<file path="src/rtl/dram_ctrl_pkg.sv">
package dram_ctrl_pkg;

    typedef enum logic [2:0] {
        ST_IDLE,
        ST_ROW_SETUP,
        ST_ROW_HOLD,
        ST_COL_SETUP,
        ST_CAS_ACT,
        ST_PRECHARGE,
        ST_REF_SETUP,
        ST_REF_ACT
    } seq_state_t;

    typedef enum logic [1:0] {
        PIN_ROW,
        PIN_COL,
        PIN_REF
    } pin_sel_t;

endpackage

</file>
<file path="src/rtl/dram_refresh_timer.sv">
module dram_refresh_timer #(
    parameter int INTERVAL = 976,
    parameter int ROW_W    = 8
) (
    input  logic             clk,
    input  logic             rst_n,
    input  logic             ref_done,
    output logic             ref_pending,
    output logic [ROW_W-1:0] ref_row
);
    localparam int TW = (INTERVAL > 2) ? $clog2(INTERVAL) : 1;
    localparam logic [TW-1:0] LAST = TW'(INTERVAL - 1);

    logic [TW-1:0] tick_q;

    always_ff @(posedge clk or negedge rst_n) begin
        if (!rst_n) begin
            tick_q      <= '0;
            ref_pending <= 1'b0;
            ref_row     <= '0;
        end else begin
            if (tick_q == LAST) begin
                tick_q      <= '0;
                ref_pending <= 1'b1;
            end else begin
                tick_q <= tick_q + TW'(1);
                if (ref_done) begin
                    ref_pending <= 1'b0;
                end
            end
            if (ref_done) begin
                ref_row <= ref_row + ROW_W'(1);
            end
        end
    end

endmodule

</file>
<file path="src/rtl/dram_addr_mux.sv">
module dram_addr_mux
    import dram_ctrl_pkg::*;
#(
    parameter int ROW_W = 8
) (
    input  pin_sel_t         sel,
    input  logic [ROW_W-1:0] row_half,
    input  logic [ROW_W-1:0] col_half,
    input  logic [ROW_W-1:0] ref_row,
    output logic [ROW_W-1:0] pins
);
    always_comb begin
        unique case (sel)
            PIN_ROW: pins = row_half;
            PIN_COL: pins = col_half;
            PIN_REF: pins = ref_row;
            default: pins = row_half;
        endcase
    end

endmodule

</file>
<file path="src/rtl/dram_seq_fsm.sv">
module dram_seq_fsm
    import dram_ctrl_pkg::*;
#(
    parameter int T_ASU     = 1,
    parameter int T_RAH     = 1,
    parameter int T_RCD     = 1,
    parameter int T_CAS     = 2,
    parameter int T_RP      = 2,
    parameter int T_REF_RAS = 3
) (
    input  logic     clk,
    input  logic     rst_n,
    input  logic     req_valid,
    input  logic     is_write,
    input  logic     ref_pending,
    output logic     ready,
    output logic     accept,
    output logic     ref_done,
    output logic     capture,
    output pin_sel_t pin_sel,
    output logic     ras_n,
    output logic     cas_n,
    output logic     we_n,
    output logic     oe_n,
    output logic     dq_oe
);
    localparam int M1   = (T_ASU > T_RAH) ? T_ASU : T_RAH;
    localparam int M2   = (T_RCD > T_CAS) ? T_RCD : T_CAS;
    localparam int M3   = (T_RP > T_REF_RAS) ? T_RP : T_REF_RAS;
    localparam int M12  = (M1 > M2) ? M1 : M2;
    localparam int TMAX = (M12 > M3) ? M12 : M3;
    localparam int CW   = $clog2(TMAX + 1);

    seq_state_t    state_q, state_d;
    logic [CW-1:0] cnt_q;
    logic          last;

    function automatic logic [CW-1:0] dur(input seq_state_t s);
        unique case (s)
            ST_ROW_SETUP, ST_REF_SETUP: dur = CW'(T_ASU - 1);
            ST_ROW_HOLD:                dur = CW'(T_RAH - 1);
            ST_COL_SETUP:               dur = CW'(T_RCD - 1);
            ST_CAS_ACT:                 dur = CW'(T_CAS - 1);
            ST_PRECHARGE:               dur = CW'(T_RP - 1);
            ST_REF_ACT:                 dur = CW'(T_REF_RAS - 1);
            default:                    dur = '0;
        endcase
    endfunction

    assign last   = (cnt_q == '0);
    assign ready  = (state_q == ST_IDLE) && !ref_pending;
    assign accept = ready && req_valid;

    always_comb begin
        state_d = state_q;
        unique case (state_q)
            ST_IDLE: begin
                if (ref_pending)    state_d = ST_REF_SETUP;
                else if (req_valid) state_d = ST_ROW_SETUP;
            end
            ST_ROW_SETUP: if (last) state_d = ST_ROW_HOLD;
            ST_ROW_HOLD:  if (last) state_d = ST_COL_SETUP;
            ST_COL_SETUP: if (last) state_d = ST_CAS_ACT;
            ST_CAS_ACT:   if (last) state_d = ST_PRECHARGE;
            ST_PRECHARGE: if (last) state_d = ST_IDLE;
            ST_REF_SETUP: if (last) state_d = ST_REF_ACT;
            ST_REF_ACT:   if (last) state_d = ST_PRECHARGE;
            default:                state_d = ST_IDLE;
        endcase
    end

    always_ff @(posedge clk or negedge rst_n) begin
        if (!rst_n) begin
            state_q <= ST_IDLE;
            cnt_q   <= '0;
        end else begin
            state_q <= state_d;
            if (state_d != state_q) begin
                cnt_q <= dur(state_d);
            end else if (!last) begin
                cnt_q <= cnt_q - CW'(1);
            end
        end
    end

    always_comb begin
        ras_n    = 1'b1;
        cas_n    = 1'b1;
        we_n     = 1'b1;
        oe_n     = 1'b1;
        dq_oe    = 1'b0;
        pin_sel  = PIN_ROW;
        ref_done = 1'b0;
        capture  = 1'b0;
        unique case (state_q)
            ST_IDLE, ST_ROW_SETUP, ST_PRECHARGE: begin
                pin_sel = PIN_ROW;
            end
            ST_ROW_HOLD: begin
                ras_n = 1'b0;
            end
            ST_COL_SETUP: begin
                ras_n   = 1'b0;
                pin_sel = PIN_COL;
                we_n    = !is_write;
                dq_oe   = is_write;
            end
            ST_CAS_ACT: begin
                ras_n   = 1'b0;
                cas_n   = 1'b0;
                pin_sel = PIN_COL;
                we_n    = !is_write;
                oe_n    = is_write;
                dq_oe   = is_write;
                capture = last && !is_write;
            end
            ST_REF_SETUP: begin
                pin_sel = PIN_REF;
            end
            ST_REF_ACT: begin
                ras_n    = 1'b0;
                pin_sel  = PIN_REF;
                ref_done = last;
            end
            default: begin
                pin_sel = PIN_ROW;
            end
        endcase
    end

endmodule

</file>
<file path="src/rtl/dram_mux_ctrl.sv">
module dram_mux_ctrl
    import dram_ctrl_pkg::*;
#(
    parameter int ROW_W            = 8,
    parameter int DATA_W           = 4,
    parameter int T_ASU            = 1,
    parameter int T_RAH            = 1,
    parameter int T_RCD            = 1,
    parameter int T_CAS            = 2,
    parameter int T_RP             = 2,
    parameter int T_REF_RAS        = 3,
    parameter int REFRESH_INTERVAL = 976
) (
    input  logic                 clk,
    input  logic                 rst_n,
    input  logic                 req_valid,
    input  logic                 req_write,
    input  logic [2*ROW_W-1:0]   req_addr,
    input  logic [DATA_W-1:0]    req_wdata,
    output logic                 req_ready,
    output logic                 rd_valid,
    output logic [DATA_W-1:0]    rd_data,
    output logic [ROW_W-1:0]     dram_addr,
    output logic                 dram_ras_n,
    output logic                 dram_cas_n,
    output logic                 dram_we_n,
    output logic                 dram_oe_n,
    output logic [DATA_W-1:0]    dram_dq_o,
    output logic                 dram_dq_oe,
    input  logic [DATA_W-1:0]    dram_dq_i
);
    localparam int ADDR_W = 2 * ROW_W;

    logic [ADDR_W-1:0] addr_q;
    logic [DATA_W-1:0] wdata_q;
    logic              wr_q;
    logic              accept;
    logic              capture;
    logic              ref_pending;
    logic              ref_done;
    logic [ROW_W-1:0]  ref_row;
    pin_sel_t          pin_sel;

    dram_refresh_timer #(
        .INTERVAL (REFRESH_INTERVAL),
        .ROW_W    (ROW_W)
    ) refresh_i (
        .clk         (clk),
        .rst_n       (rst_n),
        .ref_done    (ref_done),
        .ref_pending (ref_pending),
        .ref_row     (ref_row)
    );

    dram_seq_fsm #(
        .T_ASU     (T_ASU),
        .T_RAH     (T_RAH),
        .T_RCD     (T_RCD),
        .T_CAS     (T_CAS),
        .T_RP      (T_RP),
        .T_REF_RAS (T_REF_RAS)
    ) seq_i (
        .clk         (clk),
        .rst_n       (rst_n),
        .req_valid   (req_valid),
        .is_write    (wr_q),
        .ref_pending (ref_pending),
        .ready       (req_ready),
        .accept      (accept),
        .ref_done    (ref_done),
        .capture     (capture),
        .pin_sel     (pin_sel),
        .ras_n       (dram_ras_n),
        .cas_n       (dram_cas_n),
        .we_n        (dram_we_n),
        .oe_n        (dram_oe_n),
        .dq_oe       (dram_dq_oe)
    );

    dram_addr_mux #(
        .ROW_W (ROW_W)
    ) mux_i (
        .sel      (pin_sel),
        .row_half (addr_q[ROW_W-1:0]),
        .col_half (addr_q[ADDR_W-1:ROW_W]),
        .ref_row  (ref_row),
        .pins     (dram_addr)
    );

    always_ff @(posedge clk or negedge rst_n) begin
        if (!rst_n) begin
            addr_q  <= '0;
            wdata_q <= '0;
            wr_q    <= 1'b0;
        end else if (accept) begin
            addr_q  <= req_addr;
            wdata_q <= req_wdata;
            wr_q    <= req_write;
        end
    end

    always_ff @(posedge clk or negedge rst_n) begin
        if (!rst_n) begin
            rd_valid <= 1'b0;
            rd_data  <= '0;
        end else begin
            rd_valid <= capture;
            if (capture) begin
                rd_data <= dram_dq_i;
            end
        end
    end

    assign dram_dq_o = wdata_q;

endmodule

</file>
<file path="config.mk">
export PLATFORM = sky130hd
export DESIGN_NAME = dram_mux_ctrl
export DESIGN_NICKNAME = d
export VERILOG_FILES = /design/src/rtl/dram_ctrl_pkg.sv /design/src/rtl/dram_refresh_timer.sv /design/src/rtl/dram_addr_mux.sv /design/src/rtl/dram_seq_fsm.sv /design/src/rtl/dram_mux_ctrl.sv
export SDC_FILE = /design/constraint.sdc
export NUM_CORES = 1
export LEC_CHECK = 0
export BUFFER_PORTS_ARGS = -buffer_cell sky130_fd_sc_hd__buf_4
export CAP_MARGIN = 5
export CELL_PAD_IN_SITES_DETAIL_PLACEMENT = 0
export CELL_PAD_IN_SITES_GLOBAL_PLACEMENT = 2
export CORE_MARGIN = 2
export CORE_UTILIZATION = 35
export CTS_BUF_LIST = sky130_fd_sc_hd__clkbuf_16
export DETAILED_ROUTE_END_ITERATION = 16
export GPL_TIMING_DRIVEN = 0
export PLACE_DENSITY = 0.85
export SLEW_MARGIN = 10
export SYNTH_ARGS = -nofsm -noshare
export SYNTH_HDL_FRONTEND = slang
export SYNTH_SLANG_ARGS = --single-unit
</file>
<file path="constraint.sdc">
create_clock -name clk -period 1.8 [get_ports clk]
set_input_delay 0.09 -clock clk [delete_from_list [all_inputs] [get_ports clk]]
set_output_delay 0.09 -clock clk [all_outputs]
set_load 0.01 [all_outputs]
</file>
==> results of run 1 <==
## worst register-to-register path, delay by kind of cell (launching register included)
kind	cells	cell delay [ps]
buffers and inverters	2	330
DFF	1	370
muxes	1	310
and+or+nand+nor	3	580
## sequential cells by signal (all words and copies together), names as in the netlist, 2 cells and up
signal	count
addr_q	16
refresh_i.tick_q	10
refresh_i.ref_row	8
dram_dq_o	4
rd_data	4
seq_i.state_q	3
seq_i.cnt_q	2
## area by class of cell
type,count,share of cell area [%]
multi-input combinational,162,37.6
tap,99,3.68
inverter,15,1.78
clock buffer,5,3.71
sequential,50,37.2
clock inverter,3,0.631
timing repair buffer,55,12.3
buffer,14,3.19
## cell usage in the layout (no fill, tap or decap), types with 5 or more instances in the layout
cell	count
nand2_1	14
inv_1	14
clkbuf_16	5
dfrtp_1	49
xnor2_1	7
nand3_1	7
o22ai_1	16
nor2_1	17
nor3_1	5
a21oi_1	12
mux2_4	24
xor2_1	5
a31oi_1	8
buf_4	58
## what timing repair did
action | in CTS | in global routing
endpoints found under the setup margin | 9 | 21
cloned | 0 | 1
resized for setup | 8 | 15
endpoints found under the hold margin | 50 | 0
hold buffers | 1 | 0
setup buffers | 3 | 0
## stage by stage
step / total power [uW] / area (um2) / setup WS [ps] / TNS (ps) / std cells
3_5_place_dp: 4620 / 3120 / -104 / -692 / 392
2_1_floorplan: 3660 / 2620 / 227 / 0 / 243
6_report: 5740 / 3370 / 68.0 / 0 / 403
3_3_place_gp: 4590 / 3120 / -97.6 / -709 / 392
5_1_grt: 6150 / 3370 / -10.1 / -21.6 / 403
4_1_cts: 5670 / 3310 / 3.33 / 0 / 402
## cells by family (layout without fill, tap and decap cells)
logic type                 count (synthesis)  in the layout
and+or+nand+nor                           69             69
DFF                                       50             50
muxes                                     27             27
buffers and inverters                     31             92
xor gates and xnor gates                  12             12
AOI/OAI and AO/OA                         51             51
adders and majority gates                  3              3
## layer usage
layer  vias to the layer above  global-route usage [%]  part of all wire [%]
met5                         -                       0                     0
met2                        63                    22.1                    45
met3                        10                    2.84                   5.4
li1                        981                       -                     -
met1                       982                    21.7                    48
met4                         0                    4.36                   1.7
## final timing paths
| check | from | to | slack (ps) | depth (start not counted) |
|---|---|---|---|---|
| worst max-delay path | seq_i.state_q[1] | dram_addr[1] | 70 | 6 |
| worst min-delay path | req_wdata[1] | dram_dq_o[1] | 30 | 2 |
| worst max register to register | seq_i.state_q[0] | rd_data[0] | 100 | 6 |
| worst min register to register | refresh_i.tick_q[0] | refresh_i.tick_q[0] | 490 | 1 |
| max in group asynchronous | rst_n | seq_i.state_q[1] | 970 | 2 |
| min in group asynchronous | rst_n | addr_q[12] | 390 | 2 |
## power by group
part	leakage (uW)	internal, uW	switching [uW]
combinational	0.000960	1600	1380
clock	0.0000698	515	422
sequential	0.000618	1510	313
==> impl_metrics.ini, run 1 <==
[logic_synthesis]
synth_area_um2 = 2620
synth_top_family_by_area = multiplexers
async_flop_share_pct = 100
yosysTopAreaCellShare_pct = 47.7
ys_ff_latch = 50
yosys.area_share.adder_pct = 1.43
yosys.area.top_type = dfrtp_1
synth_most_common_cell = dfrtp_1
syn_avg_cell_area_um2 = 10.8
synth_edf_count = 0
yosys_warnings = 0
synth_compound_area_share_pct = 12.3
synthMuxAreaShare_pct = 14.9
ys_seq_area_share_pct = 47.7
yosys-top-cells-count = dfrtp_1, mux2_4, nor2_1, o22ai_1
synth-main-ff-cell = dfrtp_1
synthTopCellsByArea = dfrtp_1, mux2_4, o22ai_1
postSynthCellCount = 243
syn-num-nets = 274
synth_xor_area_share_pct = 4.01
synth_cell_types = 39
synthSimpleGateAreaFrac_pct = 14.0

[routing]
drcViolationCount = 0
via_count = 2036
viasPerCell = 5.05
initialDrtViolationCount = 75
routed_wl_um = 5760
ant_nets = 0
wl_per_cell_um = 14.3
firstDrtPassIters = 4

[grt]
first_global_vias = 2032
antenna_found_initial = 0
grt-ovfl-total = 0
grt_pass1_wl_um = 9870
grt_use_total_pct = 14.8
grt_max_degree = 51

[floorplan]
die_y_um = 90.6
die_area_um2 = 8200
design.core.area_um2 = 7250
initial_core_util_pct = 36.2
row_count = 31
die_w_um = 90.6
io_pins = 51

[timing]
finalCritPeriodShare_pct = 96.2
relSlewSlack_pct = 58.2
whs_ps = 29.1
hold_viol_final = 0
timing.fmax_ghz = 0.577
max_slew.worst_pin.slew_ps = 627
setup_violations = 0
rsz0062_at_grt = yes
period_minus_slack_ps = 1730
skew_ps = 4.62
drv_slew = 0

[finish]
multiInputGateArea_um2 = 1270
fin_nets = 334
fin_util_pct = 46.5
antenna_cells = 0
layout-drive-gt1-share_pct = 36.8
fillers = 696
regArea_um2 = 1250
area_delta_synth_final_pct = 28.5

[placement]
io_buffers = 50
hpwl_um = 4000
gpl.final_weighted_congestion = 0.768

[clocking]
clk_pin_slew_worst_paths_ps = 70
cts_made_buffers = 5
clockBufferDepth = 2
cts_tree = built
root_buffer = clkbuf_16
clock_sinks = 50
clock_latency_ps = 290
htree_levels = 2

[setup_path]
critPathMostFrequentCell = buf_4
endpoint_kind = output port
cp_max_fo = 10
cp_top_family = buffers and inverters
crit_chain = buf_6 -> buf_4 -> a31oi_1 -> o22ai_1 -> a21oi_1 -> buf_4
critPathSlowestCell = dfrtp_2
worstPathRequired_ps = 1710
critical_path_class = reg2out
path_buf_inv = 3
cp.arrival_ps = 1640
max_stage_delay_ps = 450
critPathLaunchType = register

[power_and_ir_drop]
pwr_density_cell_nw_per_um2 = 1700
ir_drop_uv = 870
cellLeakagePower_uw = 0.00165

[worst_hold_path]
hp-class = in2reg

[status]
status = complete, no violations

[run]
cap_violations = 0
No activity file was read; power rests on OpenSTA's default activity.
==> inputs of run 2 (changes only) <==
--- a/config.mk
+++ b/config.mk
@@ -14,6 +14,7 @@
 export CTS_BUF_LIST = sky130_fd_sc_hd__clkbuf_16
 export DETAILED_ROUTE_END_ITERATION = 16
 export GPL_TIMING_DRIVEN = 0
+export MAX_ROUTING_LAYER = met4
 export PLACE_DENSITY = 0.85
 export SLEW_MARGIN = 10
 export SYNTH_ARGS = -nofsm -noshare
==> run 2 against run 1 <==
Via count shrank 0.25%. Clock skew shrank 0.71 ps. Largest cell class unchanged. Global-route usage grew 0.39 points. Sequential share of layout area is the same. Die area is the same.
==> impl_metrics.ini, run 2 (synthesis gave the netlist of run 1 again) <==
[setup_path]
cp.arrival_ps = 1640
path_buf_inv = 3
critPathSlowestCell = dfrtp_2
critPathLaunchType = register
crit_cells = 6
crit_chain = buf_6 -> buf_4 -> a31oi_1 -> o22ai_1 -> a21oi_1 -> buf_4
critical_path_class = reg2out
startpoint = seq_i.state_q[1]
r2r-start = seq_i.state_q[0]
critPathMostFrequentCell = buf_4
r2r_slack_ps = 100
crit_path_end = dram_addr[7]
cp_max_fo = 10
worstRegToRegCells = 6
worstPathRequired_ps = 1710
cp_top_family = buffers and inverters
max_stage_delay_ps = 450
r2r_end = rd_data[0]
endpoint_kind = output port

[grt]
grt_max_degree = 51
grt-ovfl-total = 0
grt_pass1_wl_um = 9860
first_global_vias = 2032
antenna_found_initial = 0
grt_use_total_pct = 15.2

[finish]
layout_common_cells = buf_4, dfrtp_1, mux2_4
max_flop_register = addr_q
final_common_cell = buf_4
antenna_cells = 0
area_delta_synth_final_pct = 28.5
layout-drive-gt1-share_pct = 36.8
top_regs = addr_q x16, refresh_i.tick_q x10, refresh_i.ref_row x8
fin_nets = 334
fillers = 696
largest_register_ffs = 16

[routing]
firstDrtPassIters = 4
drcViolationCount = 0
ant_nets = 0
wl_per_cell_um = 14.3
via_count = 2031
viasPerCell = 5.04
routed_wl_um = 5750
initialDrtViolationCount = 74

[placement]
io_buffers = 50
hpwl_um = 4000
gpl.final_weighted_congestion = 0.779

[floorplan]
die_y_um = 90.6
die_w_um = 90.6
io_pins = 51
design.core.area_um2 = 7250
row_count = 31
initial_core_util_pct = 36.2
die_area_um2 = 8200

[power_and_ir_drop]
cellLeakagePower_uw = 0.00165
ir_drop_uv = 869
pwr_density_cell_nw_per_um2 = 1710

[worst_hold_path]
min_path_cells = 2
hp-class = in2reg

[clocking]
clk_pin_slew_worst_paths_ps = 70
root_buffer = clkbuf_16
cts_made_buffers = 5
cts_tree = built
clockBufferDepth = 2
htree_levels = 2
clock_latency_ps = 290
clock_sinks = 50

[run]
cap_violations = 0

[timing]
finalCritPeriodShare_pct = 96.1
setup_violations = 0
period_minus_slack_ps = 1730
skew_ps = 3.91
hold_viol_final = 0
whs_ps = 29.3
timing.fmax_ghz = 0.578
fin_setup_tns_ps = 0
relSlewSlack_pct = 57.8
rsz0062_at_grt = yes
drv_slew = 0
max_slew.worst_pin.slew_ps = 634

[status]
status = complete, no violations
[run 2: area by class of cell]
cell class | count | area [um2] | area share [%]
Timing Repair Buffer | 55 | 413 | 12.3
Tap cell | 99 | 124 | 3.68
Clock inverter | 3 | 21.3 | 0.631
Buffer | 14 | 108 | 3.19
Inverter | 15 | 60.1 | 1.78
Clock buffer | 5 | 125 | 3.71
Multi-Input combinational cell | 162 | 1270 | 37.6
Sequential cell | 50 | 1250 | 37.2
[run 2: how the worst min path moves through the flow]
stage	from	endpoint
floorplan	rst_n	addr_q[0]
global placement	rst_n	dram_dq_o[3]
detailed placement	rst_n	addr_q[6]
CTS	req_wdata[1]	dram_dq_o[1]
global route	req_wdata[1]	dram_dq_o[1]
finish	req_wdata[1]	dram_dq_o[1]
[run 2: per-layer routing]
metal  track usage, %  share of wire, %
met2             22.2                45
met5                -                 0
met1             21.6                49
met4             4.36               1.7
met3             2.67               4.6
[run 2: timing repair]
action	4_1_cts	5_1_grt
resized for setup	8	15
cloned	0	1
setup buffers	3	0
endpoints found under the setup margin	9	21
hold buffers	1	0
endpoints found under the hold margin	50	0
[run 2: worst reg2reg max path: stages (launching register included)]
cell,delay [ps]
dfrtp_1,370
buf_4,150
nor2_4,140
nand2_1,120
or3_1,320
buf_2,180
mux2_4,310
[run 2: metrics by stage]
stage	utilization [%]	setup slack, ps	total power, uW	std cells	cell area [um2]
6_report	46.5	70.9	5740	403	3370
5_1_grt	46.5	-10.1	6140	403	3370
4_1_cts	45.6	3.33	5670	402	3310
3_5_place_dp	43.0	-104	4620	392	3120
3_3_place_gp	43.0	-97.6	4590	392	3120
2_1_floorplan	-	227	3660	243	2620
[run 2: power breakdown]
group	switching (uW)	total (uW)	leakage [uW]	internal (uW)
clock	422	938	0.0000698	515
sequential	312	1820	0.000618	1510
combinational	1380	2990	0.000960	1600
total	2120	5740	0.00165	3630
